**src/rtl/uart_mc_pkg.sv**
```systemverilog
package uart_mc_pkg;
  localparam int unsigned ADDR_W = 3;
  localparam int unsigned DATA_W = 8;
  localparam int unsigned IER_W  = 4;

  localparam logic [ADDR_W-1:0] OFF_DATA  = 3'd0;
  localparam logic [ADDR_W-1:0] OFF_IE    = 3'd1;
  localparam logic [ADDR_W-1:0] OFF_LCTL  = 3'd3;
  localparam logic [ADDR_W-1:0] OFF_MCTL  = 3'd4;
  localparam logic [ADDR_W-1:0] OFF_LSTAT = 3'd5;
  localparam logic [ADDR_W-1:0] OFF_MSTAT = 3'd6;

  localparam int unsigned DLAB_BIT   = 7;
  localparam int unsigned IE_LSI_BIT = 2;

  typedef struct packed {
    logic loop;
    logic op2;
    logic op1;
    logic rts;
    logic dtr;
  } mctl_t;

  localparam int unsigned MCTL_W = $bits(mctl_t);
endpackage

```
**src/rtl/uart_hostregs.sv**
```systemverilog
module uart_hostregs
  import uart_mc_pkg::*;
(
  input  logic              clk,
  input  logic              rst_n,
  input  logic              wr_en,
  input  logic [ADDR_W-1:0] addr,
  input  logic [DATA_W-1:0] wdata,
  output logic [DATA_W-1:0] lcr_q,
  output logic [IER_W-1:0]  ier_q,
  output mctl_t             mctl_q,
  output logic [DATA_W-1:0] dll_q,
  output logic [DATA_W-1:0] dlm_q
);
  logic dlab;
  assign dlab = lcr_q[DLAB_BIT];

  always_ff @(posedge clk or negedge rst_n) begin
    if (!rst_n) begin
      lcr_q  <= '0;
      ier_q  <= '0;
      mctl_q <= '0;
      dll_q  <= '0;
      dlm_q  <= '0;
    end else if (wr_en) begin
      case (addr)
        OFF_DATA: if (dlab) dll_q <= wdata;
        OFF_IE: begin
          if (dlab) dlm_q <= wdata;
          else      ier_q <= wdata[IER_W-1:0];
        end
        OFF_LCTL: lcr_q  <= wdata;
        OFF_MCTL: mctl_q <= mctl_t'(wdata[MCTL_W-1:0]);
        default: ;
      endcase
    end
  end

  a_r2_dlab_follows_write: assert property (@(posedge clk) disable iff (!rst_n)
    (wr_en && addr == OFF_LCTL) |=> (dlab == $past(wdata[DLAB_BIT])));

  a_r2_ier_kept_in_dlab: assert property (@(posedge clk) disable iff (!rst_n)
    (wr_en && addr == OFF_IE && dlab) |=> $stable(ier_q));
endmodule

```
**src/rtl/uart_rxhold.sv**
```systemverilog
module uart_rxhold
  import uart_mc_pkg::*;
(
  input  logic              clk,
  input  logic              rst_n,
  input  logic              rx_valid,
  input  logic [DATA_W-1:0] rx_data,
  output logic              rx_ready,
  input  logic              rhr_rd,
  input  logic              lsr_rd,
  output logic [DATA_W-1:0] rhr_q,
  output logic              dr_q,
  output logic              ovr_q
);
  logic accept;
  logic overrun_evt;

  assign rx_ready    = !dr_q || rhr_rd;
  assign accept      = rx_valid && rx_ready;
  assign overrun_evt = rx_valid && !rx_ready;

  always_ff @(posedge clk or negedge rst_n) begin
    if (!rst_n) begin
      rhr_q <= '0;
      dr_q  <= 1'b0;
      ovr_q <= 1'b0;
    end else begin
      if (accept) rhr_q <= rx_data;

      if (accept)      dr_q <= 1'b1;
      else if (rhr_rd) dr_q <= 1'b0;

      if (overrun_evt) ovr_q <= 1'b1;
      else if (lsr_rd) ovr_q <= 1'b0;
    end
  end

  a_r6_accept_loads: assert property (@(posedge clk) disable iff (!rst_n)
    (rx_valid && !dr_q) |=> (dr_q && rhr_q == $past(rx_data)));

  a_r7_overrun_keeps_byte: assert property (@(posedge clk) disable iff (!rst_n)
    (rx_valid && dr_q && !rhr_rd) |=> (ovr_q && $stable(rhr_q)));

  a_r9_lsr_read_clears: assert property (@(posedge clk) disable iff (!rst_n)
    (lsr_rd && !(rx_valid && dr_q && !rhr_rd)) |=> !ovr_q);

  a_r9_rhr_read_clears: assert property (@(posedge clk) disable iff (!rst_n)
    (rhr_rd && !rx_valid) |=> !dr_q);
endmodule

```
**src/rtl/uart_modem_route.sv**
```systemverilog
module uart_modem_route
  import uart_mc_pkg::*;
(
  input  mctl_t      mctl,
  input  logic       cts_n,
  input  logic       dsr_n,
  input  logic       ri_n,
  input  logic       dcd_n,
  output logic       dtr_n,
  output logic       rts_n,
  output logic       op2_n,
  output logic       irq_oe,
  output logic [3:0] msr_hi
);
  logic cts, dsr, ri, dcd;

  always_comb begin
    if (mctl.loop) begin
      dtr_n = 1'b1;
      rts_n = 1'b1;
      op2_n = 1'b1;
      cts   = mctl.rts;
      dsr   = mctl.dtr;
      ri    = mctl.op1;
      dcd   = mctl.op2;
    end else begin
      dtr_n = !mctl.dtr;
      rts_n = !mctl.rts;
      op2_n = !mctl.op2;
      cts   = !cts_n;
      dsr   = !dsr_n;
      ri    = !ri_n;
      dcd   = !dcd_n;
    end
  end

  assign irq_oe = mctl.op2;
  assign msr_hi = {dcd, ri, dsr, cts};

  always_comb begin
    a_r10_loop_pins_parked: assert (!mctl.loop || (dtr_n && rts_n && op2_n));
  end
endmodule

```
**src/rtl/uart_mctl_lsr.sv**
```systemverilog
module uart_mctl_lsr
  import uart_mc_pkg::*;
(
  input  logic       clk,
  input  logic       rst_n,
  input  logic [2:0] bus_addr,
  input  logic       bus_wr,
  input  logic       bus_rd,
  input  logic [7:0] bus_wdata,
  output logic [7:0] bus_rdata,
  input  logic       rx_valid,
  input  logic [7:0] rx_data,
  output logic       rx_ready,
  input  logic       cts_n,
  input  logic       dsr_n,
  input  logic       ri_n,
  input  logic       dcd_n,
  output logic       dtr_n,
  output logic       rts_n,
  output logic       op2_n,
  output logic       irq,
  output logic       irq_oe
);
  logic [DATA_W-1:0] lcr_q, dll_q, dlm_q, rhr_q;
  logic [IER_W-1:0]  ier_q;
  mctl_t             mctl_q;
  logic              dr_q, ovr_q, dlab, rhr_rd, lsr_rd;
  logic [3:0]        msr_hi;

  assign dlab   = lcr_q[DLAB_BIT];
  assign rhr_rd = bus_rd && bus_addr == OFF_DATA && !dlab;
  assign lsr_rd = bus_rd && bus_addr == OFF_LSTAT;

  uart_hostregs u_regs (
    .clk(clk), .rst_n(rst_n), .wr_en(bus_wr), .addr(bus_addr), .wdata(bus_wdata),
    .lcr_q(lcr_q), .ier_q(ier_q), .mctl_q(mctl_q), .dll_q(dll_q), .dlm_q(dlm_q)
  );

  uart_rxhold u_rx (
    .clk(clk), .rst_n(rst_n), .rx_valid(rx_valid), .rx_data(rx_data),
    .rx_ready(rx_ready), .rhr_rd(rhr_rd), .lsr_rd(lsr_rd),
    .rhr_q(rhr_q), .dr_q(dr_q), .ovr_q(ovr_q)
  );

  uart_modem_route u_modem (
    .mctl(mctl_q), .cts_n(cts_n), .dsr_n(dsr_n), .ri_n(ri_n), .dcd_n(dcd_n),
    .dtr_n(dtr_n), .rts_n(rts_n), .op2_n(op2_n), .irq_oe(irq_oe), .msr_hi(msr_hi)
  );

  assign irq = ier_q[IE_LSI_BIT] && ovr_q;

  always_comb begin
    case (bus_addr)
      OFF_DATA:  bus_rdata = dlab ? dll_q : rhr_q;
      OFF_IE:    bus_rdata = dlab ? dlm_q : {{(DATA_W-IER_W){1'b0}}, ier_q};
      OFF_LCTL:  bus_rdata = lcr_q;
      OFF_MCTL:  bus_rdata = {{(DATA_W-MCTL_W){1'b0}}, mctl_q};
      OFF_LSTAT: bus_rdata = {{(DATA_W-2){1'b0}}, ovr_q, dr_q};
      OFF_MSTAT: bus_rdata = {msr_hi, 4'b0000};
      default:   bus_rdata = '0;
    endcase
  end

  a_r3_pins_follow_write: assert property (@(posedge clk) disable iff (!rst_n)
    (bus_wr && bus_addr == OFF_MCTL && !bus_wdata[4]) |=>
      (dtr_n == !$past(bus_wdata[0]) && rts_n == !$past(bus_wdata[1])));

  a_r4_irq_oe_follows_write: assert property (@(posedge clk) disable iff (!rst_n)
    (bus_wr && bus_addr == OFF_MCTL) |=> (irq_oe == $past(bus_wdata[3])));

  a_r5_reserved_reads_zero: assert property (@(posedge clk) disable iff (!rst_n)
    (bus_wr && bus_addr == OFF_MCTL) |=> (mctl_q == $past(bus_wdata[4:0])));

  a_r8_irq_on_overrun: assert property (@(posedge clk) disable iff (!rst_n)
    (rx_valid && !rx_ready && ier_q[IE_LSI_BIT]) |=> irq);
endmodule

```
**config.mk**
```make
export PLATFORM = sky130hd
export DESIGN_NAME = uart_mctl_lsr
export DESIGN_NICKNAME = d
export VERILOG_FILES = /design/src/rtl/uart_mc_pkg.sv /design/src/rtl/uart_hostregs.sv /design/src/rtl/uart_rxhold.sv /design/src/rtl/uart_modem_route.sv /design/src/rtl/uart_mctl_lsr.sv
export SDC_FILE = /design/constraint.sdc
export NUM_CORES = 1
export LEC_CHECK = 0
export BUFFER_PORTS_ARGS = -buffer_cell sky130_fd_sc_hd__buf_2
export CAP_MARGIN = 15
export CORE_ASPECT_RATIO = 1.5
export CORE_MARGIN = 1
export CORE_UTILIZATION = 48
export DETAILED_ROUTE_END_ITERATION = 12
export PLACE_DENSITY = 0.7
export SYNTH_ARGS = -nofsm -noshare
export SYNTH_HDL_FRONTEND = slang
export SYNTH_SLANG_ARGS = --single-unit
```
**constraint.sdc**
```tcl
create_clock -name clk -period 2.3 [get_ports clk]
set_clock_uncertainty 0.05 [all_clocks]
set_input_delay 0.23 -clock clk [delete_from_list [all_inputs] [get_ports clk]]
set_output_delay 0.23 -clock clk [all_outputs]
set_load 0.02 [all_outputs]
```
==> results.yml, run 1 <==
setup_path:
  path_buf_inv: 3
  cp_cell_sequence: "buf_4 -> nand2b_1 -> o21a_1 -> inv_1 -> buf_2"
  endpoint_kind: "primary output"
  critPathTopFamily: "buffers and inverters"
  critPathKind: "flop to primary output"
  cp_max_fo: 13
  cp.arrival_ns: 1.78
  slowest_delay_ns: 0.47
  slowest_stage: "dfrtp_1"
  worst_setup_path_start_kind: "flop"
  worstPathRequired_ns: 2.02
clock_tree:
  clk_path_buf_depth: 2
  cts.sinks: 43
  cts_tree: "built"
  htree_levels: 2
  cts.clk_slew.worst_paths_ns: 0.07
  clkLatencyLatePin_ns: 0.29
  cts_hold_buffers: 0
  numCtsBuffers: 5
  cts_setup_buffers: 0
  cts.repair.resized: 0
  cts_root_buffer: "clkbuf_8"
detailed_routing:
  drtAntennaViolNets: 0
  drtPass1Iterations: 8
  vias_per_cell: 5.86
  vias: 1640
  wl_um: 4790
  drtIter0Drc: 52
  wire_per_inst_um: 17.1
  drcViolationCount: 4
synthesis:
  async_flop_share_pct: 100
  seq_area_frac_synth_pct: 48.2
  synth-edff-count: 0
  synth_flop_cell: "dfrtp_1"
  ys_warn_count: 0
  synthCells: 197
  syn_area_um2: 2230
  synth_area_per_cell_um2: 11.3
  ys_types: 41
  syn-num-nets: 225
  synth_seq_cells: 43
die:
  die_height_um: 85.5
  die-area_um2: 4930
  num_io_pins: 42
  rows: 30
  die_w_um: 57.7
  initial_core_util_pct: 49.6
  core_um2: 4500
finish:
  syn_to_final_growth_pct: 12.2
  final_util_pct: 55.6
  final_common_cell: "dfrtp_1"
  drive_gt1_share_pct: 39.7
  final_cell_mix: "dfrtp_1 (43), buf_2 (41), mux2_2 (39)"
  fin_nets: 261
  num_antenna_cells: 0
timing:
  fmax_mhz: 485
  grt_setup_unrepaired: "false"
  min_period_ns: 2.06
  setup_viol: 0
  slew_viol_final: 0
  max-slew-margin-rel_pct: 36.9
  setup_slack_ns: 0.237
  post-route-period-util_pct: 89.7
  holdWs_ns: 0.0322
  hold_viol_final: 0
  tightest_slew_ns: 0.946
  setup_tns_ns: 0
pwr:
  ir_worst_vdd_v: 0.000427
  powerDensity_nw_per_um2: 845
  power_leakage_nw: 1.17
placed_design:
  dpl.hpwl_um: 3630
  portBuffers: 41
  place.gp.congestion: 0.802
  place_ws_ns: 0.528
hold_path:
  min_path_type: "input pin to asynchronous set/reset pin"
global_routing:
  grt_pass1_vias: 1624
  grt_first_pass_wirelength_um: 8120
  grt_max_degree: 44
  grt_overflow_total: 0
  grt_use_total_pct: 22.0
  grt_antenna_before_repair: 0
flow_run:
  max-cap-violations: 0
outcome:
  violations: "DRC"
  outcome: "complete, but fails checks"
-- state kept, by name, summed over array words and instances (netlist names) --
name and count:
u_regs.ier_q 4, u_regs.mctl_q 5, u_regs.dlm_q 8, u_rx.rhr_q 8, u_rx.ovr_q 1, u_regs.lcr_q 8
u_rx.dr_q 1, u_regs.dll_q 8
-- area by class of cell --
class	count	area [µm²]
clock buffer	6	72.6
fill	421	2000
inverter	4	15.0
multi-input combinational	137	1070
sequential	43	1080
tap	48	60.1
timing repair buffer	42	213
-- cells by family after synthesis --
logic type      after synthesis  share of synthesized area [%]
simple gates                 60                           15.5
mux                          43                           21.5
flops                        43                           48.2
compound gates               34                           10.9
buf+inv                      17                           3.92
-- Yosys cell counts, types with 3 or more instances --
cell type,number,area (µm²)
buf_2,4,20.0
mux2i_1,4,40.0
nor2_1,7,26.3
o22ai_1,8,50.1
and2_1,3,18.8
o21ai_0,5,25.0
clkbuf_1,5,18.8
dfrtp_1,43,1080
nand2b_1,7,43.8
a21oi_1,3,15.0
nand2_1,25,93.8
nor3_4,3,48.8
and3b_1,3,26.3
mux2_2,39,439
inv_1,4,15.0
-- layer usage --
layer | vias up | global-route usage (%) | share of wire (%)
li1 | 776 | - | -
met1 | 806 | 28.0 | 41
met2 | 47 | 36.2 | 51
met3 | 11 | 3.92 | 4.6
met4 | 0 | 10.2 | 3.5
met5 | - | 0 | 0
-- metrics by stage --
stage,std cells,cell area (µm²),total power [mW]
5_1_grt,280,2500,2.25
3_5_place_dp,274,2430,1.71
3_3_place_gp,274,2430,1.69
2_1_floorplan,197,2230,1.52
4_1_cts,280,2500,2.14
6_report,280,2500,2.12
-- power by group --
group | switching, mW | leakage (nW) | internal (mW)
combinational | 0.276 | 0.607 | 0.307
clock | 0.224 | 0.0371 | 0.202
sequential | 0.142 | 0.522 | 0.965
total | 0.642 | 1.17 | 1.47
-- path summary, 6_finish.rpt --
check | start | to | slack (ns) | cells past startpoint
setup / recovery | u_regs.lcr_q[7] | rx_ready | 0.24 | 5
hold / removal | rst_n | u_regs.dlm_q[6] | 0.03 | 1
setup reg to reg | u_regs.lcr_q[7] | u_regs.dlm_q[3] | 0.59 | 3
hold reg to reg | u_regs.dlm_q[3] | u_regs.dlm_q[3] | 0.46 | 1
max in group asynchronous | rst_n | u_regs.dlm_q[3] | 1.57 | 1
min in group clk | rx_data[5] | u_rx.rhr_q[5] | 0.14 | 3
(Power assumes the default switching activity.)
==> run 2, diff against run 1 <==
--- a/config.mk
+++ b/config.mk
@@ -9,9 +9,10 @@
 export CAP_MARGIN = 15
 export CORE_ASPECT_RATIO = 1.5
 export CORE_MARGIN = 1
-export CORE_UTILIZATION = 48
+export CORE_UTILIZATION = 40
+export CTS_CLUSTER_DIAMETER = 50
 export DETAILED_ROUTE_END_ITERATION = 12
-export PLACE_DENSITY = 0.7
+export PLACE_DENSITY = 0.6
 export SYNTH_ARGS = -nofsm -noshare
 export SYNTH_HDL_FRONTEND = slang
 export SYNTH_SLANG_ARGS = --single-unit
==> run 2 against run 1 <==
The flow now finishes without violations. Worst hold slack improved by 0.11 ns. Routed wire length rose by 9.0%. Critical endpoint unchanged. Clock power rose by 62%. Critical path type unchanged. Global-route usage fell by 2.5 points. Core utilization fell by 7.1 points. Total power rose by 13%. Largest cell class unchanged. Sequential cell count did not move. First-iteration DRC count rose by 77%.
==> results.yml, run 2 (synthesis gave the netlist of run 1 again) <==
timing:
  slew_viol_final: 0
  setup_slack_ns: 0.192
  setup_tns_ns: 0
  tightest_slew_ns: 0.553
  min_period_ns: 2.11
  fmax_mhz: 474
  hold_viol_final: 0
  setup_viol: 0
  post-route-period-util_pct: 91.6
  grt_setup_unrepaired: "false"
  max-slew-margin-rel_pct: 63.1
hold_path:
  whs_endpoint: "u_rx.rhr_q[1]"
  min_path_type: "input pin to flop"
  min_from: "rx_data[1]"
  hold_path_depth: 3
detailed_routing:
  drcViolationCount: 0
  wire_per_inst_um: 17.0
  vias_per_cell: 5.33
  drtPass1Iterations: 4
  wl_um: 5220
  vias: 1642
  drtIter0Drc: 92
  route.met3.wl_um: 226
  drt-met1-wl_um: 2260
  routed-wl-met2_um: 2520
  highest_layer: "met4"
  drtAntennaViolNets: 0
setup_path:
  slowest_delay_ns: 0.53
  cp.arrival_ns: 1.83
  path_depth: 5
  worstPathRequired_ns: 2.02
  r2r-start: "u_regs.lcr_q[7]"
  endpoint_kind: "primary output"
  critPathKind: "flop to primary output"
  critPathTopFamily: "flip-flops"
  worst_setup_path_start_kind: "flop"
  cp_cell_sequence: "buf_4 -> nand2b_1 -> o21a_1 -> inv_1 -> buf_2"
  ff2ff_setup_slack_ns: 0.53
  r2r-end: "u_regs.dll_q[2]"
  cp_max_fo: 11
  slowest_stage: "dfrtp_2"
  path_buf_inv: 3
  r2r_cells: 3
die:
  rows: 33
  num_io_pins: 42
  core_um2: 5410
  die_height_um: 93.5
  die_w_um: 63.0
  die-area_um2: 5890
  initial_core_util_pct: 41.3
finish:
  fin_nets: 265
  design_area_um2: 2630
  syn_to_final_growth_pct: 17.7
  final_cell_mix: "dfrtp_1 (42), buf_2 (41), mux2_2 (39)"
  num_antenna_cells: 0
  final_common_cell: "dfrtp_1"
  drive_gt1_share_pct: 41.2
clock_tree:
  numCtsBuffers: 5
  htree_levels: 2
  cts_tree: "built"
  cts.clk_slew.worst_paths_ns: 0.07
  clk_path_buf_depth: 2
  cts_setup_buffers: 0
  clkLatencyLatePin_ns: 0.29
  cts.sinks: 43
  cts_root_buffer: "clkbuf_8"
placed_design:
  place_ws_ns: 0.418
  place.gp.congestion: 0.798
  placed_area_um2: 2480
  portBuffers: 41
  dpl.hpwl_um: 3790
pwr:
  powerDensity_nw_per_um2: 910
  ir_worst_vdd_v: 0.000472
  total_power_mw: 2.39
  power_leakage_nw: 1.21
global_routing:
  grt_use_total_pct: 19.5
  grt_pass1_vias: 1749
  grt_first_pass_wirelength_um: 8490
  grt_antenna_before_repair: 0
  grt_max_degree: 44
  grt_overflow_total: 0
flow_run:
  max-cap-violations: 0
outcome:
  outcome: "complete, no violations"
[run 2: repair_timing]
action                                 in CTS  in global routing
setup endpoints to repair                   0                  3
endpoints found under the hold margin      43                  0
hold buffers                                1                  0
resized for setup                           0                  1
[run 2: worst max-delay path by stage]
stage / end / from / slack (ns)
final: rx_ready / u_regs.lcr_q[7] / 0.19
after global routing: rx_ready / u_regs.lcr_q[7] / 0.1
after CTS: rx_ready / u_regs.lcr_q[7] / 0.07
after detailed placement: rx_ready / u_regs.lcr_q[7] / 0.42
after global placement: rx_ready / u_regs.lcr_q[7] / 0.42
after floorplan: bus_rdata[5] / bus_addr[1] / 0.63
[run 2: routing by layer]
layer	up-vias	track usage [%]
met5	-	0
met4	0	13.6
met3	17	3.78
met2	60	31.5
met1	779	23.1
li1	786	-
[run 2: report_power, final]
part | leakage (nW) | switching [mW] | internal [mW]
sequential | 0.521 | 0.153 | 0.965
combinational | 0.627 | 0.272 | 0.310
clock | 0.0654 | 0.255 | 0.434
total | 1.21 | 0.680 | 1.71
[run 2: layout make-up]
cell class	instances	area, µm²
well taps	70	87.6
fillers	521	2780
clock buffers	6	72.6
multi-input cells	137	1070
inverters	4	15.0
clock inverters	2	60.1
flip-flops and latches	43	1080
repair buffers	46	245
[run 2: worst register-to-register path, cell delays in order, from the launching register on]
cell,delay (ns)
dfrtp_2,0.53
nand3b_1,0.22
nor3_4,0.47
mux2_2,0.39
[run 2: through the flow]
step / std cells / utilization, % / hold slack, ns
floorplan: 197 / - / -0.116
global placement: 299 / 45.9 / 0.293
detailed placement: 299 / 45.9 / 0.292
CTS: 308 / 48.5 / 0.127
global route: 308 / 48.6 / 0.140
finish: 308 / 48.6 / 0.138
